==> src/rtl/ilk_pkg.sv <==
// Shared definitions for the issue interlock: operation classes and the
// writer/reader bubble table. Assumes in-order completion of writes.
package ilk_pkg;
    typedef enum logic [2:0] {
        OP_FPALU  = 3'd0,
        OP_LOAD   = 3'd1,
        OP_STORE  = 3'd2,
        OP_INT    = 3'd3,
        OP_BRANCH = 3'd4
    } op_cls_t;

    localparam int MAX_BUBBLE = 3;
    localparam int BW         = $clog2(MAX_BUBBLE + 1);
    localparam int NSRC       = 2;

    // Bubbles a reader of class cons needs after a writer of class prod.
    function automatic logic [BW-1:0] bubbles(op_cls_t prod, op_cls_t cons);
        logic [BW-1:0] n;
        n = '0;
        case (prod)
            OP_FPALU: begin
                if (cons == OP_FPALU) n = BW'(3);
                else if (cons == OP_STORE) n = BW'(2);
            end
            OP_LOAD:  if (cons == OP_FPALU) n = BW'(1);
            OP_INT:   if (cons == OP_BRANCH) n = BW'(1);
            default:  n = '0;
        endcase
        return n;
    endfunction
endpackage

==> src/rtl/ilk_scoreboard.sv <==
// Per-register record of the last writer's class and the cycles elapsed
// since it issued. Age saturates at MAX_BUBBLE. A new write replaces the
// entry. Assumes one write per cycle at most.
module ilk_scoreboard
    import ilk_pkg::*;
#(
    parameter int REGS = 64,
    localparam int IDXW = $clog2(REGS)
) (
    input  logic                      clk,
    input  logic                      rst_n,
    input  logic                      wr_en,
    input  logic [IDXW-1:0]           wr_idx,
    input  logic [2:0]                wr_cls,
    input  logic [NSRC-1:0][IDXW-1:0] rd_idx,
    output logic [NSRC-1:0]           rd_pend,
    output logic [NSRC-1:0][2:0]      rd_cls,
    output logic [NSRC-1:0][BW-1:0]   rd_age
);
    logic          pend_q [REGS];
    logic [2:0]    cls_q  [REGS];
    logic [BW-1:0] age_q  [REGS];

    for (genvar r = 0; r < REGS; r++) begin : g_ent
        // Record a new writer or age the existing entry.
        always_ff @(posedge clk) begin
            if (!rst_n) begin
                pend_q[r] <= 1'b0;
                cls_q[r]  <= 3'd0;
                age_q[r]  <= '0;
            end else if (wr_en && (wr_idx == IDXW'(r))) begin
                pend_q[r] <= 1'b1;
                cls_q[r]  <= wr_cls;
                age_q[r]  <= '0;
            end else if (age_q[r] != BW'(MAX_BUBBLE)) begin
                age_q[r]  <= age_q[r] + BW'(1);
            end
        end
    end

    for (genvar s = 0; s < NSRC; s++) begin : g_rd
        assign rd_pend[s] = pend_q[rd_idx[s]];
        assign rd_cls[s]  = cls_q[rd_idx[s]];
        assign rd_age[s]  = age_q[rd_idx[s]];
    end
endmodule

==> src/rtl/ilk_hazard.sv <==
// Works out the remaining bubbles for each used source from the writer's
// class, the reader's class and the elapsed age, then takes the maximum.
// A store's source 0 is its address and is treated as an integer read.
module ilk_hazard
    import ilk_pkg::*;
(
    input  logic [2:0]              cons_cls,
    input  logic [NSRC-1:0]         use_src,
    input  logic [NSRC-1:0]         pend,
    input  logic [NSRC-1:0][2:0]    pcls,
    input  logic [NSRC-1:0][BW-1:0] age,
    output logic [BW-1:0]           wait_max
);
    logic [NSRC-1:0][BW-1:0] rem;

    for (genvar s = 0; s < NSRC; s++) begin : g_src
        op_cls_t       eff;
        logic [BW-1:0] need;
        // Remaining bubbles for this source.
        always_comb begin
            eff  = (op_cls_t'(cons_cls) == OP_STORE && s == 0) ? OP_INT : op_cls_t'(cons_cls);
            need = bubbles(op_cls_t'(pcls[s]), eff);
            rem[s] = '0;
            if (use_src[s] && pend[s] && (need > age[s])) rem[s] = need - age[s];
        end
    end

    // Largest remaining count over all sources.
    always_comb begin
        wait_max = '0;
        for (int s = 0; s < NSRC; s++)
            if (rem[s] > wait_max) wait_max = rem[s];
    end
endmodule

==> src/rtl/ilk_interlock.sv <==
// Top of the issue interlock. Issues the waiting instruction when no used
// source needs further bubbles and flush is low. Otherwise holds it.
// Assumes the instruction is held stable at the inputs until it issues or is flushed.
module ilk_interlock
    import ilk_pkg::*;
#(
    parameter int REGS = 64,
    localparam int IDXW = $clog2(REGS)
) (
    input  logic            clk,
    input  logic            rst_n,
    input  logic            in_valid,
    input  logic [2:0]      in_class,
    input  logic [IDXW-1:0] in_dst,
    input  logic            in_wr,
    input  logic [IDXW-1:0] in_src_a,
    input  logic            in_use_a,
    input  logic [IDXW-1:0] in_src_b,
    input  logic            in_use_b,
    input  logic            flush,
    output logic            issue,
    output logic            stall,
    output logic [BW-1:0]   wait_cnt
);
    logic [NSRC-1:0][IDXW-1:0] rd_idx;
    logic [NSRC-1:0]           rd_pend;
    logic [NSRC-1:0][2:0]      rd_cls;
    logic [NSRC-1:0][BW-1:0]   rd_age;
    logic [BW-1:0]             need_wait;

    assign rd_idx = {in_src_b, in_src_a};

    ilk_scoreboard #(.REGS(REGS)) u_sb (
        .clk    (clk),
        .rst_n  (rst_n),
        .wr_en  (issue && in_wr),
        .wr_idx (in_dst),
        .wr_cls (in_class),
        .rd_idx (rd_idx),
        .rd_pend(rd_pend),
        .rd_cls (rd_cls),
        .rd_age (rd_age)
    );

    ilk_hazard u_hz (
        .cons_cls(in_class),
        .use_src ({in_use_b, in_use_a}),
        .pend    (rd_pend),
        .pcls    (rd_cls),
        .age     (rd_age),
        .wait_max(need_wait)
    );

    // Issue/stall decision for the waiting instruction.
    always_comb begin
        issue    = in_valid && !flush && (need_wait == '0);
        stall    = in_valid && !flush && (need_wait != '0);
        wait_cnt = need_wait;
    end
endmodule

==> config.mk <==
export PLATFORM = sky130hd
export DESIGN_NAME = ilk_interlock
export DESIGN_NICKNAME = d
export VERILOG_FILES = /design/src/rtl/ilk_pkg.sv /design/src/rtl/ilk_scoreboard.sv /design/src/rtl/ilk_hazard.sv /design/src/rtl/ilk_interlock.sv
export SDC_FILE = /design/constraint.sdc
export NUM_CORES = 1
export LEC_CHECK = 0
export BUFFER_PORTS_ARGS = -buffer_cell sky130_fd_sc_hd__buf_2
export CAP_MARGIN = 30
export CORE_ASPECT_RATIO = 1.25
export CORE_MARGIN = 2
export CORE_UTILIZATION = 50
export DETAILED_ROUTE_END_ITERATION = 10
export PLACE_DENSITY_LB_ADDON = 0.25
export SKIP_CTS_REPAIR_TIMING = 1
export SKIP_LAST_GASP = 1
export SLEW_MARGIN = 20
export SYNTH_ARGS = -nofsm -noshare
export SYNTH_HDL_FRONTEND = slang
export SYNTH_SLANG_ARGS = --single-unit
==> constraint.sdc <==
create_clock -name clk -period 8.7 [get_ports clk]
set_input_delay 0.87 -clock clk [delete_from_list [all_inputs] [get_ports clk]]
set_output_delay 0.87 -clock clk [all_outputs]
set_load 0.05 [all_outputs]
======== Yosys cells after proc, flatten, opt, wreduce, memory -nomap -nowiden ========
Memories as Yosys holds them, arrays and structs flattened.
Index checks and enable logic that the tools add are counted.
word-level totals
  register bits after elaboration ......... 0
  latch bits .............................. 0
  memory bits (writable) .................. 384
  memory bits (read-only) ................. 0
  input bits .............................. 28
  output and inout port bits .............. 4
  word-level logic and storage cells ...... 1264
  memories ................................ 3
cells by class
  add/sub/neg operators ................... 66
  $mul .................................... 0
  div/mod/pow operators ................... 0
  order comparisons ....................... 4
  equality and inequality tests ........... 135
  shifts and indexed selects .............. 0
  mux-type cells .......................... 720
  bitwise logic cells ..................... 256
  reductions and logical operators ........ 80
memories
  memory       words  bits a word  rd ports  clocked after memory_dff  wr ports  RTL line              RTL
  u_sb.cls_q   64     3            2         0                         64        ilk_scoreboard.sv:21  logic [2:0] cls_q [REGS];
  u_sb.age_q   64     2            66        0                         64        ilk_scoreboard.sv:22  logic [BW-1:0] age_q [REGS];
  u_sb.pend_q  64     1            2         0                         64        ilk_scoreboard.sv:20  logic pend_q [REGS];
operators by type and width
  kind                                                                    count
  1-bit two-way mux                                                       517
  2-bit two-way mux                                                       136
  1-bit bitwise OR                                                        256
  3-bit two-way mux                                                       65
  6-bit equality test (second input constant)                             32
  2-bit by 1-bit adder with 2-bit output (second input constant)          64
  2-bit inequality test (second input constant)                           64
  6-bit by 5-bit equality test with 1-bit output (second input constant)  16
  1-bit logical AND                                                       72
  6-bit by 4-bit equality test with 1-bit output (second input constant)  8
  6-bit by 3-bit equality test with 1-bit output (second input constant)  4
  3-bit by 2-bit equality test with 1-bit output (second input constant)  4
  6-bit by 2-bit equality test with 1-bit output (second input constant)  2
  3-bit zero test                                                         4
  2-bit case mux with 3 select lines                                      2
  3-bit by 1-bit equality test with 1-bit output (second input constant)  2
  3-bit equality test (second input constant)                             2
  6-bit by 1-bit equality test with 1-bit output (second input constant)  1
  2-bit > comparator                                                      3
  6-bit zero test                                                         1
  2-bit subtractor                                                        2
  2-bit by 1-bit > comparator with 1-bit output (second input constant)   1
  2-bit zero test                                                         1
  2-bit nonzero test                                                      1
  1-bit zero test                                                         1

======== Longest topological paths before layout ========
Gate-level depths: netlist of run 1.
  word-level depth ........................ 22
  mapped depth ............................ 29
  depth with buffers taken out ............ 20

======== Cells and area by module ========
Synthesis of run 1 repeated with hierarchy kept, for this count alone.
second synthesis, totals
  cells, all modules ...................... 1588
  area, all modules ....................... 22321.4 um2
modules (own cells, without submodules)
  module          instances  cells an instance  area an instance (um2)  seq. area each (um2)
  ilk_scoreboard  1          1543               21937.3                 11521.0
  ilk_hazard      1          41                 342.8                   0.0
  ilk_interlock   1          4                  41.3                    0.0

======== Worst setup path before layout of run 1 ========
No wires, ideal clock.
  kind .................................... input-to-output
  start ................................... in in_src_a[1]
  end ..................................... out issue
  arrival time ............................ 6393 ps
  required time ........................... 7830 ps
  path slack .............................. 1437 ps
  stages .................................. 22
  buffers on the path ..................... 9
  cell sequence ........................... buf_6 > buf_2 > buf_2 > clkbuf_1 > buf_2 > mux4_2 > mux4_2 > mux4_2 > ha_1 > fa_1 > or3b_2 > a21oi_1 > ha_1 > nor2b_1 > nor2_1 > o211ai_1 > a21bo_1 > buf_4 > buf_6 > buf_6 > buf_4 > nor2_1
on the way
  word-level cells in the longest chain between the ends .. 12
  elaborated cells on any way between the ends .. 18
  classes of those cells .................. 1 x add/sub; 3 x order compare; 2 x eq/ne; 4 x mux; 5 x reduce/logical; 3 x memory
RTL lines
  element                                                                 RTL line             RTL
  from (decl)                                                             ilk_interlock.sv:16  input logic [IDXW-1:0] in_src_a,
  memory read 64 x 3 bit                                                  --
  3-bit by 2-bit equality test with 1-bit output (tied with other cells)  ilk_pkg.sv:20        case (prod)
  2-bit case mux with 3 select lines                                      ilk_pkg.sv:20
  2-bit > comparator                                                      ilk_hazard.sv:24     if (use_src[s] && pend[s] && (need > age[s])) rem[s] = need - age[s];
  1-bit logical AND                                                       ilk_hazard.sv:24
  2-bit two-way mux (*)                                                   ilk_hazard.sv:24
  2-bit by 1-bit > comparator with 1-bit output                           ilk_hazard.sv:32     if (rem[s] > wait_max) wait_max = rem[s];
  2-bit two-way mux (*)                                                   ilk_hazard.sv:32
  2-bit > comparator                                                      ilk_hazard.sv:32
  2-bit two-way mux (*)                                                   ilk_hazard.sv:32
  2-bit zero test (*)                                                     ilk_interlock.sv:56  issue = in_valid && !flush && (need_wait == '0);
  1-bit logical AND (*)                                                   ilk_interlock.sv:56
  to (decl)                                                               ilk_interlock.sv:21  output logic issue,
Mark *: on every way between the ends. The rest lies on a longest branch, timed or not.

======== Worst setup path in the final report of run 1 ========
  start ................................... in in_src_a[0]
  end ..................................... out issue
The elaborated chain is that of the path after synthesis.

==> results of run 1 <==
-- critical path, delay by kind of cell --
family | cells | cell delay, ns
buffers and inverters | 3 | 1.01
muxes | 3 | 1.37
adders and majority gates | 3 | 0.93
and+or+nand+nor | 6 | 0.73
AOI/OAI and AO/OA | 5 | 1.53
-- metal layers --
metal | up-vias | global-route usage (%)
li1 | 7455 | -
met1 | 9143 | 37.6
met2 | 1118 | 53.1
met3 | 273 | 6.65
met4 | 0 | 19.4
met5 | - | 0
-- registers in the layout, indices dropped and copies added (netlist names) --
name	cells
u_sb.pend_q	64
u_sb.age_q	128
u_sb.cls_q	192
-- logic make-up after synthesis --
family,count (synthesis)
flip-flops,384
multiplexers,261
AND/OR/NAND/NOR,572
adder cells (fa/ha/maj),73
AO/OA/AOI/OAI,286
buffers and inverters,232
-- power groups by stage --
stage               Sequential (mW)  Combinational, mW  Clock (mW)
floorplan                      2.57               1.45           0
global placement               2.70               1.76           0
detailed placement             2.72               1.82           0
CTS                            2.68               1.83        1.84
global route                   2.72               1.99        1.91
finish                         2.70               1.86        1.84
-- final cells by class --
type | count | area (µm²) | share of cell area, %
repair buffers | 119 | 957 | 3.52
clock buffers | 50 | 1080 | 3.98
diodes | 4 | 10.0 | 0.0368
inverters | 8 | 30.0 | 0.111
well taps | 658 | 823 | 3.03
clock inverters | 23 | 264 | 0.972
multi-input cells | 1192 | 12500 | 45.9
flip-flops and latches | 384 | 11500 | 42.4
-- final timing paths --
kind	startpoint	to	cells after the start
min	u_sb.pend_q[32]	u_sb.pend_q[32]	2
max reg2reg	u_sb.cls_q[58][1]	u_sb.age_q[56][1]	19
min reg2reg	u_sb.pend_q[32]	u_sb.pend_q[32]	2
max	in_src_a[0]	issue	20
-- placed cells by master (no fill, tap or decap), types with 42 or more instances in the layout --
cell type and instances:
edfxtp_1 383, a31oi_1 130, o31ai_1 65, ha_1 71, or3b_2 57, clkbuf_16 42
mux4_2 204, buf_4 80, nand2_1 100, nor3_2 132, o311ai_0 59, nor3_1 131
nand3b_1 68
==> impl_results.html, run 1 <==
<table>
<tr><th>Metric</th><th>Value</th></tr>
<tr><th colspan="2">Outcome</th></tr>
<tr><td>Result of the run</td><td>finished, final reports clean</td></tr>
<tr><th colspan="2">Power</th></tr>
<tr><td>Combinational fraction of design power</td><td>between 20 and 30%</td></tr>
<tr><td>Maximum ir drop on the vdd rail</td><td>roughly 0.21 mV</td></tr>
<tr><td>Pwr per Cell Area</td><td>between 200 and 250 mW/mm²</td></tr>
<tr><td>Power share of the sequential group</td><td>a little over two fifths</td></tr>
<tr><td>Clock network fraction of design power</td><td>roughly 29%</td></tr>
<tr><td>Pint</td><td>4.23 mW</td></tr>
<tr><td>Net switching component of the power</td><td>between 2 and 2.5 mW</td></tr>
<tr><td>Switching Share</td><td>33.9%</td></tr>
<tr><td>Sum of internal, switching and leakage power</td><td>approximately 6.4 mW</td></tr>
<tr><td>Total leakage power</td><td>about 8.9 nW</td></tr>
<tr><th colspan="2">Logic synthesis</th></tr>
<tr><td>Post-synth design cell area</td><td>about 0.025 mm²</td></tr>
<tr><td>Syn. warnings</td><td>0</td></tr>
<tr><td>Number of distinct library cells after synthesis</td><td>50</td></tr>
<tr><td>Sequential cell area fraction in the yosys report</td><td>between 40 and 50%</td></tr>
<tr><td>Number of cells produced by synthesis</td><td>1808</td></tr>
<tr><td>Mux cell area share after synthesis</td><td>between 20 and 25%</td></tr>
<tr><td>Share of synthesized cell area in full adder, half adder and majority cells</td><td>3.68%</td></tr>
<tr><td>Most used flip-flop cell after synthesis</td><td>edfxtp_1</td></tr>
<tr><td>Register bit total from synthesis</td><td>roughly 380</td></tr>
<tr><td>Most common cell in the netlist</td><td>edfxtp_1</td></tr>
<tr><td>Post-synthesis compound-gate area fraction</td><td>8.19%</td></tr>
<tr><td>Simple-gate share of the synthesized area</td><td>approximately 15%</td></tr>
<tr><td>Post-synth top cells</td><td>383 x edfxtp_1, 204 x mux4_2, 136 x nor3_1</td></tr>
<tr><td>Top-area cell type share of the netlist area</td><td>a little under half</td></tr>
<tr><td>Synthesized-area fraction occupied by xor and xnor cells</td><td>0%</td></tr>
<tr><td>Fraction of registers with async set/reset</td><td>0%</td></tr>
<tr><td>Count of flip-flops with a built-in enable after synthesis</td><td>383</td></tr>
<tr><td>Yosys top cell by area</td><td>edfxtp_1</td></tr>
<tr><td>Net count after synthesis</td><td>roughly 1.9k</td></tr>
<tr><td>Synth area leaders</td><td>edfxtp_1 46%, mux4_2 18%, nor3_2 5.0%</td></tr>
<tr><td>Dominant combinational cell family by area after synthesis</td><td>multiplexers</td></tr>
<tr><td>Mean cell area of the mapped netlist</td><td>between 10 and 15 µm²</td></tr>
<tr><th colspan="2">Placed design</th></tr>
<tr><td>Place WS</td><td>between 1 and 1.5 ns</td></tr>
<tr><td>Gpl congestion</td><td>0.994</td></tr>
<tr><td>Placed instance area</td><td>between 0.02 and 0.03 mm²</td></tr>
<tr><td>Cell total after placement</td><td>roughly 2.4k</td></tr>
<tr><td># port buffers</td><td>31</td></tr>
<tr><td>Estimated wirelength of the detail-placed design</td><td>around 58 mm</td></tr>
<tr><th colspan="2">Setup path</th></tr>
<tr><td>Maximum fanout along the worst path</td><td>51</td></tr>
<tr><td>Worst path cell trace</td><td>buf_6 -&gt; buf_12 -&gt; mux4_2 -&gt; mux4_2 -&gt; mux2_2 -&gt; o21ai_1 -&gt; and3b_1 -&gt; o21ai_1 -&gt; ha_1 -&gt; fa_1 -&gt; a21oi_1 -&gt; nand4b_1 -&gt; ha_1 -&gt; nor2_1 -&gt; nor2_1 -&gt; nor2_1 -&gt; o211ai_1 -&gt; a21bo_4 -&gt; nor2_1 -&gt; buf_2</td></tr>
<tr><td>Slack of the worst reg-to-reg path</td><td>around 2.2 ns</td></tr>
<tr><td>Required time of the worst setup path</td><td>between 7 and 8 ns</td></tr>
<tr><td>Largest stage delay, worst path</td><td>about 0.73 ns</td></tr>
<tr><td>Critical Path End Type</td><td>primary output</td></tr>
<tr><td>CP Class</td><td>input port to primary output</td></tr>
<tr><td>CP Launch Type</td><td>input port</td></tr>
<tr><td>Cell mode on critical path</td><td>nor2_1</td></tr>
<tr><td>Slowest CP cell</td><td>a21bo_4</td></tr>
<tr><td>Arrival time of data at the critical path endpoint</td><td>roughly 6.6 ns</td></tr>
<tr><th colspan="2">Routing</th></tr>
<tr><td>Met2 wirelength from detailed routing</td><td>40.4 mm</td></tr>
<tr><td>Number of DRC violations after detailed-routing iteration 0</td><td>roughly 2.2k</td></tr>
<tr><td>WL/cell</td><td>between 30 and 40 µm</td></tr>
<tr><td>Avg Vias per Cell</td><td>about 7.4</td></tr>
<tr><td>Number of remaining DRC errors</td><td>0</td></tr>
<tr><td>DRT met1 WL</td><td>27.7 mm</td></tr>
<tr><td>Post-detailed-routing wire length</td><td>~82 mm</td></tr>
<tr><td>Routed Antenna Nets</td><td>0</td></tr>
<tr><td>Uppermost layer routed</td><td>met4</td></tr>
<tr><td>Vias</td><td>around 18k</td></tr>
<tr><td>DR WL met3</td><td>approximately 8 mm</td></tr>
<tr><td>Length of the first detailed-routing pass in iterations</td><td>6</td></tr>
<tr><th colspan="2">Clock tree</th></tr>
<tr><td>Clock-pin slew on the worst setup and hold paths</td><td>roughly 0.07 ns</td></tr>
<tr><td>CTS tree</td><td>built</td></tr>
<tr><td>Inserted Clock Buffers</td><td>42</td></tr>
<tr><td>Cell chosen for the clock root</td><td>clkbuf_16</td></tr>
<tr><td>Clk sinks</td><td>~380</td></tr>
<tr><td>Number of H-tree levels</td><td>2</td></tr>
<tr><td>Insertion delay of the later-clocked pin in the worst-skew pair</td><td>0.59 ns</td></tr>
<tr><td>Maximum buffer depth of the clock tree</td><td>3</td></tr>
<tr><th colspan="2">Die</th></tr>
<tr><td>Die boundary height</td><td>around 260 µm</td></tr>
<tr><td>Horizontal extent of the die</td><td>a little over 200 µm</td></tr>
<tr><td>Number of placement rows</td><td>a little over 90</td></tr>
<tr><td>Initial core utilization</td><td>around half</td></tr>
<tr><td>Core region area</td><td>~0.050 mm²</td></tr>
<tr><td>Die Footprint</td><td>0.0523 mm²</td></tr>
<tr><td>I/O Pins</td><td>32</td></tr>
<tr><th colspan="2">Global route</th></tr>
<tr><td>Remaining global-route overflow</td><td>0</td></tr>
<tr><td>Maximum number of pins on one net before global-route repair</td><td>approximately 140</td></tr>
<tr><td>Overall routing resource usage</td><td>a little under a third</td></tr>
<tr><td>Number of global-route vias before repair</td><td>approximately 18k</td></tr>
<tr><td>Global-route wire length before repair</td><td>around 120 mm</td></tr>
<tr><td>Antenna violations before repair</td><td>1</td></tr>
<tr><th colspan="2">Timing</th></tr>
<tr><td>Worst path setup slack after routing</td><td>1.28 ns</td></tr>
<tr><td>Fin Hold WS</td><td>about 0.52 ns</td></tr>
<tr><td>Maximum clock frequency</td><td>~130 MHz</td></tr>
<tr><td>Fin Clk Skew</td><td>0.0378 ns</td></tr>
<tr><td>Final critical-path required period</td><td>between 7 and 8 ns</td></tr>
<tr><td># setup viols final</td><td>0</td></tr>
<tr><td>Ratio of final minimum period to clock period</td><td>around 85%</td></tr>
<tr><td>Worst slew pin tran</td><td>between 0.9 and 1 ns</td></tr>
<tr><td>Unrepaired setup endpoints after global routing</td><td>false</td></tr>
<tr><td>Fin Setup TNS</td><td>0 ns</td></tr>
<tr><td>Final Hold Fails</td><td>0</td></tr>
<tr><td>Final count of pins violating max slew</td><td>0</td></tr>
<tr><td>Worst slew margin relative to its limit</td><td>between 30% and 40%</td></tr>
<tr><th colspan="2">Job</th></tr>
<tr><td>Reported max-cap violation count</td><td>0</td></tr>
<tr><th colspan="2">Final layout</th></tr>
<tr><td>Post-synthesis to final-layout area growth</td><td>7.58%</td></tr>
<tr><td>Final layout net count</td><td>around 1.8k</td></tr>
<tr><td>Finished layout cell area</td><td>0.0272 mm²</td></tr>
<tr><td>Share of final-layout standard cells stronger than drive strength 1</td><td>32.5%</td></tr>
<tr><td>Utilization of the core after routing</td><td>between 50% and 60%</td></tr>
<tr><td>Non-filler instance count after layout</td><td>between 2k and 2.5k</td></tr>
<tr><td>FILL cells</td><td>between 4k and 5k</td></tr>
<tr><th colspan="2">Hold path</th></tr>
<tr><td>Worst min-delay path category</td><td>flop to flop</td></tr>
</table>
No activity file was read; power rests on OpenSTA's default activity.
==> inputs of run 2 (changes only) <==
--- a/config.mk
+++ b/config.mk
@@ -13,3 +13,3 @@
 export DETAILED_ROUTE_END_ITERATION = 10
-export PLACE_DENSITY_LB_ADDON = 0.25
+export PLACE_DENSITY = 0.66
 export SKIP_CTS_REPAIR_TIMING = 1
--- a/constraint.sdc
+++ b/constraint.sdc
@@ -3,2 +3,2 @@
 set_output_delay 0.87 -clock clk [all_outputs]
-set_load 0.05 [all_outputs]
+set_load 0.005 [all_outputs]
==> impl_results.html, run 2 (synthesized netlist as in run 1, its figures left out) <==
<table>
<tr><th>Metric</th><th>Value</th></tr>
<tr><th colspan="2">Clock tree</th></tr>
<tr><td>CTS tree</td><td>built</td></tr>
<tr><td>Cell chosen for the clock root</td><td>clkbuf_16</td></tr>
<tr><td>Clock-pin slew on the worst setup and hold paths</td><td>roughly 0.060 ns</td></tr>
<tr><td>Clk sinks</td><td>around 380</td></tr>
<tr><td>Maximum buffer depth of the clock tree</td><td>3</td></tr>
<tr><td>Inserted Clock Buffers</td><td>roughly 40</td></tr>
<tr><td>Number of H-tree levels</td><td>2</td></tr>
<tr><td>Insertion delay of the later-clocked pin in the worst-skew pair</td><td>roughly 0.58 ns</td></tr>
<tr><th colspan="2">Die</th></tr>
<tr><td>Die Footprint</td><td>between 0.05 and 0.06 mm²</td></tr>
<tr><td>I/O Pins</td><td>32</td></tr>
<tr><td>Initial core utilization</td><td>between 50% and 60%</td></tr>
<tr><td>Horizontal extent of the die</td><td>205 µm</td></tr>
<tr><td>Core region area</td><td>~0.05 mm²</td></tr>
<tr><td>Number of placement rows</td><td>92</td></tr>
<tr><td>Die boundary height</td><td>approximately 260 µm</td></tr>
<tr><th colspan="2">Final layout</th></tr>
<tr><td>Final layout net count</td><td>approximately 1.8k</td></tr>
<tr><td>FILL cells</td><td>between 4k and 5k</td></tr>
<tr><td>Share of final-layout standard cells stronger than drive strength 1</td><td>a little under a third</td></tr>
<tr><td>Finished layout cell area</td><td>approximately 0.027 mm²</td></tr>
<tr><td>Largest registers</td><td>u_sb.cls_q: 192 flops, u_sb.age_q: 128 flops, u_sb.pend_q: 64 flops</td></tr>
<tr><td>Most common cell after layout, fill and taps aside</td><td>edfxtp_1</td></tr>
<tr><td>Top library cells by usage in the layout, fill and taps aside</td><td>383 x edfxtp_1, 204 x mux4_2, 133 x nor3_1, 130 x a31oi_1, 130 x nor3_2</td></tr>
<tr><td>Register ranked first by flip-flop count</td><td>u_sb.cls_q</td></tr>
<tr><td>Multi-input combinational cell area</td><td>between 0.01 and 0.015 mm²</td></tr>
<tr><td>Number of flip-flops in the largest register</td><td>approximately 190</td></tr>
<tr><td>Total area of sequential cells</td><td>0.0115 mm²</td></tr>
<tr><td>Post-synthesis to final-layout area growth</td><td>6.30%</td></tr>
<tr><th colspan="2">Routing</th></tr>
<tr><td>Avg Vias per Cell</td><td>roughly 7.4</td></tr>
<tr><td>Number of remaining DRC errors</td><td>0</td></tr>
<tr><td>Post-detailed-routing wire length</td><td>78.6 mm</td></tr>
<tr><td>Vias</td><td>17.8k</td></tr>
<tr><td>Routed Antenna Nets</td><td>0</td></tr>
<tr><td>Length of the first detailed-routing pass in iterations</td><td>6</td></tr>
<tr><td>WL/cell</td><td>32.8 µm</td></tr>
<tr><td>Number of DRC violations after detailed-routing iteration 0</td><td>roughly 2.3k</td></tr>
<tr><th colspan="2">Placed design</th></tr>
<tr><td>Gpl congestion</td><td>0.984</td></tr>
<tr><td>Estimated wirelength of the detail-placed design</td><td>around 55 mm</td></tr>
<tr><td># port buffers</td><td>31</td></tr>
<tr><td>Placed instance area</td><td>approximately 0.025 mm²</td></tr>
<tr><th colspan="2">Power</th></tr>
<tr><td>Maximum ir drop on the vdd rail</td><td>0.168 mV</td></tr>
<tr><td>Combinational fraction of design power</td><td>between 20% and 30%</td></tr>
<tr><td>Pwr per Cell Area</td><td>around 230 mW/mm²</td></tr>
<tr><td>Power share of the sequential group</td><td>a little over two fifths</td></tr>
<tr><td>Switching Share</td><td>around a third</td></tr>
<tr><td>Net switching component of the power</td><td>about 2.1 mW</td></tr>
<tr><td>Pint</td><td>around 4.2 mW</td></tr>
<tr><td>Total leakage power</td><td>about 8.7 nW</td></tr>
<tr><td>Clock network fraction of design power</td><td>between 20% and 30%</td></tr>
<tr><th colspan="2">Global route</th></tr>
<tr><td>Maximum number of pins on one net before global-route repair</td><td>about 130</td></tr>
<tr><td>Global-route wire length before repair</td><td>approximately 120 mm</td></tr>
<tr><td>Remaining global-route overflow</td><td>0</td></tr>
<tr><td>Antenna violations before repair</td><td>4</td></tr>
<tr><td>Number of global-route vias before repair</td><td>roughly 18k</td></tr>
<tr><td>Overall routing resource usage</td><td>30.7%</td></tr>
<tr><th colspan="2">Outcome</th></tr>
<tr><td>Result of the run</td><td>finished, final reports clean</td></tr>
<tr><th colspan="2">Timing</th></tr>
<tr><td>Fin Hold WS</td><td>roughly 0.5 ns</td></tr>
<tr><td>Worst slew margin relative to its limit</td><td>about two fifths</td></tr>
<tr><td>Final Hold Fails</td><td>0</td></tr>
<tr><td>Fin Clk Skew</td><td>roughly 0.016 ns</td></tr>
<tr><td>Maximum clock frequency</td><td>138 MHz</td></tr>
<tr><td>Fin Setup TNS</td><td>0 ns</td></tr>
<tr><td>Worst slew pin tran</td><td>0.909 ns</td></tr>
<tr><td>Final critical-path required period</td><td>roughly 7.2 ns</td></tr>
<tr><td>Unrepaired setup endpoints after global routing</td><td>false</td></tr>
<tr><td># setup viols final</td><td>0</td></tr>
<tr><td>Ratio of final minimum period to clock period</td><td>about 83%</td></tr>
<tr><td>Final count of pins violating max slew</td><td>0</td></tr>
<tr><th colspan="2">Hold path</th></tr>
<tr><td>Min-delay src</td><td>u_sb.pend_q[32]</td></tr>
<tr><td>Worst min-delay path category</td><td>flop to flop</td></tr>
<tr><th colspan="2">Setup path</th></tr>
<tr><td>Maximum fanout along the worst path</td><td>56</td></tr>
<tr><td>R2R Path End</td><td>u_sb.cls_q[59][1]</td></tr>
<tr><td>Slack of the worst reg-to-reg path</td><td>between 2 and 2.5 ns</td></tr>
<tr><td>Critical Path End Type</td><td>primary output</td></tr>
<tr><td>Worst R2R Start</td><td>u_sb.cls_q[59][1]</td></tr>
<tr><td>Depth of the most critical reg-to-reg path</td><td>18</td></tr>
<tr><td>Arrival time of data at the critical path endpoint</td><td>~6.4 ns</td></tr>
<tr><td>CP Launch Type</td><td>input port</td></tr>
<tr><td>Required time of the worst setup path</td><td>7.83 ns</td></tr>
<tr><td>CP Class</td><td>input port to primary output</td></tr>
<tr><td>Critical path destination</td><td>issue</td></tr>
<tr><td>Startpoint of the most critical setup path</td><td>in_src_b[0]</td></tr>
<tr><th colspan="2">Job</th></tr>
<tr><td>Reported max-cap violation count</td><td>0</td></tr>
</table>
==> run 2: cell count changes in the layout (fill, tap and decap cells not counted) <==
| cell | change |
|---|---|
| buf_2 | -1 |
| buf_4 | -36 |
| bufinv_16 | -2 |
| clkbuf_16 | +1 |
| clkbuf_2 | +1 |
| clkinv_1 | -4 |
| clkinv_2 | +4 |
| clkinv_8 | -1 |
| diode_2 | -2 |
| inv_6 | +1 |
| nor3_1 | +2 |
| nor3_2 | -2 |
==> run 2: metal layers <==
metal  wire (µm)  share of wire, %  vias to the layer above  track usage [%]
met1       27700                35                     9056             38.1
met4        5780               7.3                        4             18.7
met5          25             0.032                        -                0
li1            -                 -                     7367                -
met3        6820               8.7                      267             4.83
met2       38300                49                     1069             50.7
==> run 2: worst max-delay path, stage by stage <==
cell and delay (ns):
buf_6 0.57, mux4_1 0.76, mux4_2 0.50, a22oi_1 0.17, and3_1 0.24, nor2b_1 0.06, mux2_2 0.25, nand3_1 0.07
ha_1 0.14, inv_1 0.04, fa_1 0.49, nand3_1 0.09, a221o_1 0.29, ha_1 0.32, nor2_1 0.05, nor2_1 0.17
nor2_1 0.08, o211ai_1 0.24, a21bo_4 0.55, nor2_1 0.15, buf_2 0.16
==> run 2: worst min path at each step <==
stage / slack [ns] / cells past startpoint / endpoint
after global placement: 0.46 / 2 / u_sb.pend_q[32]
after global routing: 0.50 / 2 / u_sb.pend_q[32]
final: 0.49 / 2 / u_sb.pend_q[32]
after floorplan: 0.44 / 2 / u_sb.pend_q[32]
after detailed placement: 0.48 / 2 / u_sb.pend_q[32]
after CTS: 0.49 / 2 / u_sb.pend_q[32]
==> run 2: cell type report <==
class,instances,area share [%]
multi-input combinational,1192,46.5
sequential,384,42.9
clock buffer,51,4.12
tap,658,3.07
timing repair buffer,83,2.56
clock inverter,21,0.750
inverter,8,0.112
antenna,2,0.0186
==> run 2: metrics by stage <==
step                      power, mW  instances  util (%)  setup slack (ns)
after CTS                      6.21       2393      53.4              1.46
after floorplan                3.99       1808         -              1.99
after global placement         4.36       2321      50.8              1.46
final                          6.24       2399      53.5              1.46
after detailed placement       4.46       2321      50.8              1.35
after global routing           6.47       2397      53.5              1.14
==> run 2: power groups by stage <==
stage	registers [mW]	clock network [mW]	logic, mW
floorplan	2.57	0	1.43
global placement	2.69	0	1.67
detailed placement	2.72	0	1.75
CTS	2.68	1.78	1.75
global route	2.72	1.84	1.91
finish	2.69	1.77	1.78
